`src/rtl/steer_pkg.sv`:
```
package steer_pkg;
  typedef enum logic {
    TGT_LLC = 1'b0,
    TGT_BUF = 1'b1
  } target_e;

  function automatic target_e pick_target(input logic is_gpu, input logic insens);
    return (is_gpu && insens) ? TGT_BUF : TGT_LLC;
  endfunction
endpackage

```
`src/rtl/warp_accum.sv`:
```
module warp_accum #(
  parameter int WARP_W    = 6,
  parameter int INTV_W    = 16,
  parameter int MAX_WARPS = 48,
  localparam int SUM_W    = WARP_W + INTV_W
) (
  input  logic              clk,
  input  logic              rst,
  input  logic [WARP_W-1:0] sample,
  input  logic [INTV_W-1:0] len,
  output logic              done,
  output logic [SUM_W-1:0]  total,
  output logic [INTV_W-1:0] eff_len
);
  localparam int MAXV = (2 ** WARP_W) - 1;

  logic [SUM_W-1:0]  sum_q;
  logic [INTV_W-1:0] cnt_q;
  logic [WARP_W-1:0] sat;

  generate
    if (MAX_WARPS >= MAXV) begin : g_noclamp
      assign sat = sample;
    end else begin : g_clamp
      assign sat = (sample > WARP_W'(MAX_WARPS)) ? WARP_W'(MAX_WARPS) : sample;
    end
  endgenerate

  assign eff_len = (len == '0) ? INTV_W'(1) : len;
  assign total   = sum_q + SUM_W'(sat);
  assign done    = ({1'b0, cnt_q} + (INTV_W+1)'(1)) >= {1'b0, eff_len};

  always_ff @(posedge clk) begin
    if (rst || done) begin
      sum_q <= '0;
      cnt_q <= '0;
    end else begin
      sum_q <= total;
      cnt_q <= cnt_q + INTV_W'(1);
    end
  end
endmodule

```
`src/rtl/sens_classifier.sv`:
```
module sens_classifier #(
  parameter int WARP_W = 6,
  parameter int INTV_W = 16,
  parameter int THRESH = 40,
  localparam int SUM_W = WARP_W + INTV_W,
  localparam int THR_W = $clog2(THRESH + 1),
  localparam int CMP_W = ((SUM_W > THR_W + INTV_W) ? SUM_W : THR_W + INTV_W) + 1
) (
  input  logic              clk,
  input  logic              rst,
  input  logic              done,
  input  logic [SUM_W-1:0]  total,
  input  logic [INTV_W-1:0] eff_len,
  output logic              insens
);
  logic [CMP_W-1:0] limit;
  logic [CMP_W-1:0] total_x;

  assign limit   = CMP_W'(THRESH) * CMP_W'(eff_len);
  assign total_x = CMP_W'(total);

  always_ff @(posedge clk) begin
    if (rst) begin
      insens <= 1'b0;
    end else if (done) begin
      insens <= (total_x > limit);
    end
  end
endmodule

```
`src/rtl/route_stage.sv`:
```
module route_stage
  import steer_pkg::*;
#(
  parameter int TAG_W = 8
) (
  input  logic             clk,
  input  logic             rst,
  input  logic             insens,
  input  logic             req_valid,
  output logic             req_ready,
  input  logic             req_gpu,
  input  logic [TAG_W-1:0] req_tag,
  output logic             rsp_valid,
  input  logic             rsp_ready,
  output logic [TAG_W-1:0] rsp_tag,
  output logic             rsp_to_buf
);
  logic take;

  assign req_ready = !rsp_valid || rsp_ready;
  assign take      = req_valid && req_ready;

  always_ff @(posedge clk) begin
    if (rst) begin
      rsp_valid  <= 1'b0;
      rsp_tag    <= '0;
      rsp_to_buf <= 1'b0;
    end else if (take) begin
      rsp_valid  <= 1'b1;
      rsp_tag    <= req_tag;
      rsp_to_buf <= (pick_target(req_gpu, insens) == TGT_BUF);
    end else if (rsp_ready) begin
      rsp_valid  <= 1'b0;
    end
  end
endmodule

```
`src/rtl/steer_filter.sv`:
```
module steer_filter #(
  parameter int WARP_W    = 6,
  parameter int INTV_W    = 16,
  parameter int TAG_W     = 8,
  parameter int THRESH    = 40,
  parameter int MAX_WARPS = 48
) (
  input  logic              clk,
  input  logic              rst,
  input  logic [INTV_W-1:0] intv_len,
  input  logic [WARP_W-1:0] warp_cnt,
  input  logic              req_valid,
  output logic              req_ready,
  input  logic              req_gpu,
  input  logic [TAG_W-1:0]  req_tag,
  output logic              rsp_valid,
  input  logic              rsp_ready,
  output logic [TAG_W-1:0]  rsp_tag,
  output logic              rsp_to_buf,
  output logic              gpu_insens
);
  localparam int SUM_W = WARP_W + INTV_W;

  logic              done;
  logic [SUM_W-1:0]  total;
  logic [INTV_W-1:0] eff_len;

  warp_accum #(.WARP_W(WARP_W), .INTV_W(INTV_W), .MAX_WARPS(MAX_WARPS)) u_acc (
    .clk(clk), .rst(rst), .sample(warp_cnt), .len(intv_len),
    .done(done), .total(total), .eff_len(eff_len)
  );

  sens_classifier #(.WARP_W(WARP_W), .INTV_W(INTV_W), .THRESH(THRESH)) u_cls (
    .clk(clk), .rst(rst), .done(done), .total(total), .eff_len(eff_len),
    .insens(gpu_insens)
  );

  route_stage #(.TAG_W(TAG_W)) u_rt (
    .clk(clk), .rst(rst), .insens(gpu_insens),
    .req_valid(req_valid), .req_ready(req_ready), .req_gpu(req_gpu), .req_tag(req_tag),
    .rsp_valid(rsp_valid), .rsp_ready(rsp_ready), .rsp_tag(rsp_tag), .rsp_to_buf(rsp_to_buf)
  );
endmodule

```
`config.mk`:
```
export PLATFORM = sky130hd
export DESIGN_NAME = steer_filter
export DESIGN_NICKNAME = d
export VERILOG_FILES = /design/src/rtl/steer_pkg.sv /design/src/rtl/warp_accum.sv /design/src/rtl/sens_classifier.sv /design/src/rtl/route_stage.sv /design/src/rtl/steer_filter.sv
export SDC_FILE = /design/constraint.sdc
export NUM_CORES = 1
export LEC_CHECK = 0
export CAP_MARGIN = 20
export CORE_UTILIZATION = 57
export CTS_BUF_LIST = sky130_fd_sc_hd__clkbuf_4 sky130_fd_sc_hd__clkbuf_8 sky130_fd_sc_hd__clkbuf_16
export DETAILED_ROUTE_END_ITERATION = 16
export PLACE_DENSITY = 0.83
export SLEW_MARGIN = 20
export SYNTH_ARGS = -nofsm -noshare
export SYNTH_HDL_FRONTEND = slang
export SYNTH_SLANG_ARGS = --single-unit
```
`constraint.sdc`:
```
create_clock -name clk -period 5.1 [get_ports clk]
set_input_delay 1.02 -clock clk [delete_from_list [all_inputs] [get_ports clk]]
set_output_delay 1.02 -clock clk [all_outputs]
set_load 0.01 [all_outputs]
```
==> summary.txt <==
Outcome
  • Status: finished, final reports clean

Yosys
  • Post-synthesis sequential area ratio: 0.246
  • Netlist Area Pre-Place: 0.00399 sq mm
  • Ys flop type: dfxtp_1
  • Netlist cell types: 45
  • #FFs+latches synth: 49
  • Post-synth ARST share: 0
  • Yosys warnings: 0
  • Post-Syn Instances: 469
  • Post-Syn Nets: 576
  • Post-synth EDFFs: 0
  • Mapped Avg Cell Area: 8.50 sq um

Critical path
  • CP Max Fanout: 3
  • R2r startpoint: u_acc.sum_q[0]
  • Reg-to-Reg End: u_cls.insens
  • Req. time, crit path: 5320 ps
  • Crit Path Class: in2reg
  • CP Launch Type: primary input
  • FF-to-FF path depth: 13
  • R2R Setup Slk: 1440 ps
  • Worst Setup End Kind: flop
  • Crit path DAT: 5120 ps

Min path
  • Hold Path Stages: 2
  • Min-delay worst type: reg2reg
  • Hold_sp: u_rt.rsp_to_buf
  • Hold EP: u_rt.rsp_to_buf

Clock tree
  • Clk Latency, worst-skew pair: 320 ps
  • Largest buffer count on any clock path: 2
  • Reg clk slew, reported paths: 110 ps
  • Clock Sinks: 49
  • CTS tree: built
  • H-tree levels: 2
  • Clock root cell: clkbuf_8
  • TritonCTS Buffers: 5

Timing
  • Final setup vio count: 0
  • Clock skew: 12.7 ps
  • Post-route clock period utilization: 0.962
  • Final hold vios: 0
  • Slew margin rel.: 0.342
  • Least-Margin Pin Slew: 983 ps
  • Fin Hold WS: 461 ps
  • Final Max Slew Viols: 0
  • Minimum clock period: 4910 ps
  • FMAX: 204 MHz
  • Worst Slack Setup Final: 195 ps

Final layout
  • Final Net Count: 637
  • Multi-input gate area: 0.00282 sq mm
  • Final Cell Area: 0.00482 sq mm
  • Register area: 981 sq um
  • Layout cells sized above 1: 0.0998
  • P&R area growth vs syn: 20.9%
  • # diodes: 0
  • Filler cells: 527

Route
  • Post-route ant nets: 0
  • Iter 0 DRT Violations: 171
  • Final WL: 9130 microns
  • Drt pass-1 iters: 4
  • DRC viols: 0
  • Vias: 3574
  • Avg WL per Cell: 14.6 microns
  • Via density: 5.70

Power and ir drop
  • Max VDD drop: 0.157 mV
  • Pwr dens: 232 mW/mm^2
  • LEAKAGE: 2.24 nW

Floorplanning
  • Boundary Pins: 47
  • Core Area: 0.00679 sq mm
  • Die ar.: 0.00733 sq mm
  • Die X: 85.6 microns
  • Rows: 30
  • Die H: 85.6 microns
  • Initial Util: 0.587

Global route
  • GRT Total Usage: 0.261
  • GR Overflow Total: 0
  • Vias in the first global route: 3552
  • Largest net degree at the start of global routing: 36
  • Global-route wire length before repair: 15400 microns
  • Initial antenna violation count: 0

Place
  • Gp weighted congestion: 0.838
  • Dpl hpwl: 7360 microns
  • PortBufs: 46
  • Worst slack, placed: -288 ps
  • Placed Area: 0.00468 sq mm

Flow run
  • Number of max-cap violations: 0
## critical path: stages
cell	delay (ps)
clkdlybuf4s50_1	500
nor4_1	60
a41o_1	260
ha_2	180
ha_2	180
fa_2	340
a211oi_2	270
o211ai_1	150
a311oi_1	290
buf_4	170
xnor2_1	120
ha_1	260
a21o_1	180
a221o_1	330
a221o_1	340
o21a_1	180
o311a_1	280
## area by class of cell
| type | count | share of cell area |
|---|---|---|
| Clock inverter | 3 | 0.00597 |
| Timing Repair Buffer | 76 | 0.144 |
| Clock buffer | 5 | 0.0143 |
| Tap cell | 96 | 0.0249 |
| Sequential cell | 49 | 0.204 |
| Inverter | 29 | 0.0226 |
| Multi-Input combinational cell | 369 | 0.585 |
## metrics by stage
stage | instances | setup TNS, ps | power, mW | utilization
6_report | 627 | 0 | 1.12 | 0.709
5_1_grt | 627 | -29.9 | 1.20 | 0.709
2_1_floorplan | 469 | 0 | 0.712 | -
3_5_place_dp | 618 | -288 | 0.860 | 0.689
3_3_place_gp | 618 | -193 | 0.840 | 0.689
4_1_cts | 626 | 0 | 1.12 | 0.703
## metal layers
layer | GRT usage | part of all wire | vias to the layer above
li1 | - | - | 1783
met1 | 0.305 | 0.44 | 1707
met2 | 0.482 | 0.51 | 64
met3 | 0.0327 | 0.030 | 20
met4 | 0.105 | 0.024 | 0
met5 | 0 | 0 | -
## cells by family after synthesis
logic type,count (synthesis),share of synthesized area
AND/OR/NAND/NOR,156,0.206
AO/OA/AOI/OAI,98,0.170
adder cells (fa/ha/maj),72,0.230
buffers and inverters,51,0.0537
flip-flops,49,0.246
XOR/XNOR,43,0.0944
## cell usage after synthesis, drive strengths merged, types with 4 or more instances
library cell / count / share of area
nand4: 15 / 0.024
clkbuf: 19 / 0.018
xnor2: 27 / 0.059
nor2: 21 / 0.020
and2: 5 / 0.0078
inv: 29 / 0.027
nor3: 6 / 0.0075
and3: 4 / 0.0063
ha: 70 / 0.22
nand2: 32 / 0.030
nand3: 27 / 0.034
a21o: 10 / 0.019
nor2b: 27 / 0.042
o21bai: 7 / 0.013
o21ai: 19 / 0.028
and4: 7 / 0.015
dfxtp: 49 / 0.25
a211oi: 5 / 0.011
a21oi: 37 / 0.050
xor2: 16 / 0.035
or3: 4 / 0.0063
## power by group
part | internal, mW | switching (mW)
clock network | 0.103 | 0.155
logic | 0.208 | 0.235
registers | 0.405 | 0.0145
total | 0.716 | 0.404
## state kept, by name, summed over array words and instances, names as in the netlist
name and count:
u_acc.sum_q 22, u_acc.cnt_q 16, u_rt.rsp_tag 8, u_cls.insens 1
u_rt.rsp_to_buf 1, u_rt.rsp_valid 1
## how the worst max path moves through the flow
stage	from	to	slack (ps)	cells after the start
CTS	intv_len[15]	u_cls.insens	30	18
detailed placement	intv_len[15]	u_cls.insens	-290	17
finish	intv_len[5]	u_cls.insens	190	17
floorplan	intv_len[13]	u_cls.insens	350	15
global placement	intv_len[13]	u_cls.insens	-190	17
global route	intv_len[9]	u_cls.insens	-30	17
## layout by cell type, fill, tap and decap left out, drive strengths merged, types with 4 or more instances in the layout
cell / count
xnor2: 27
a21oi: 37
nor2b: 27
o21ai: 19
and2: 5
and3: 4
clkbuf: 5
ha: 70
nand2: 32
inv: 31
a21o: 10
nor2: 21
o21bai: 7
nand3: 27
dfxtp: 49
clkdlybuf4s50: 43
and4: 7
nor3: 6
or3: 4
buf: 30
xor2: 16
nand4: 15
a211oi: 5
## repair_timing
item,CTS,global route
hold buffers,0,0
buffers inserted,0,1
endpoints found under the setup margin,0,1
gates resized for setup,0,9
Note: power is estimated with default switching activity, not from simulation.
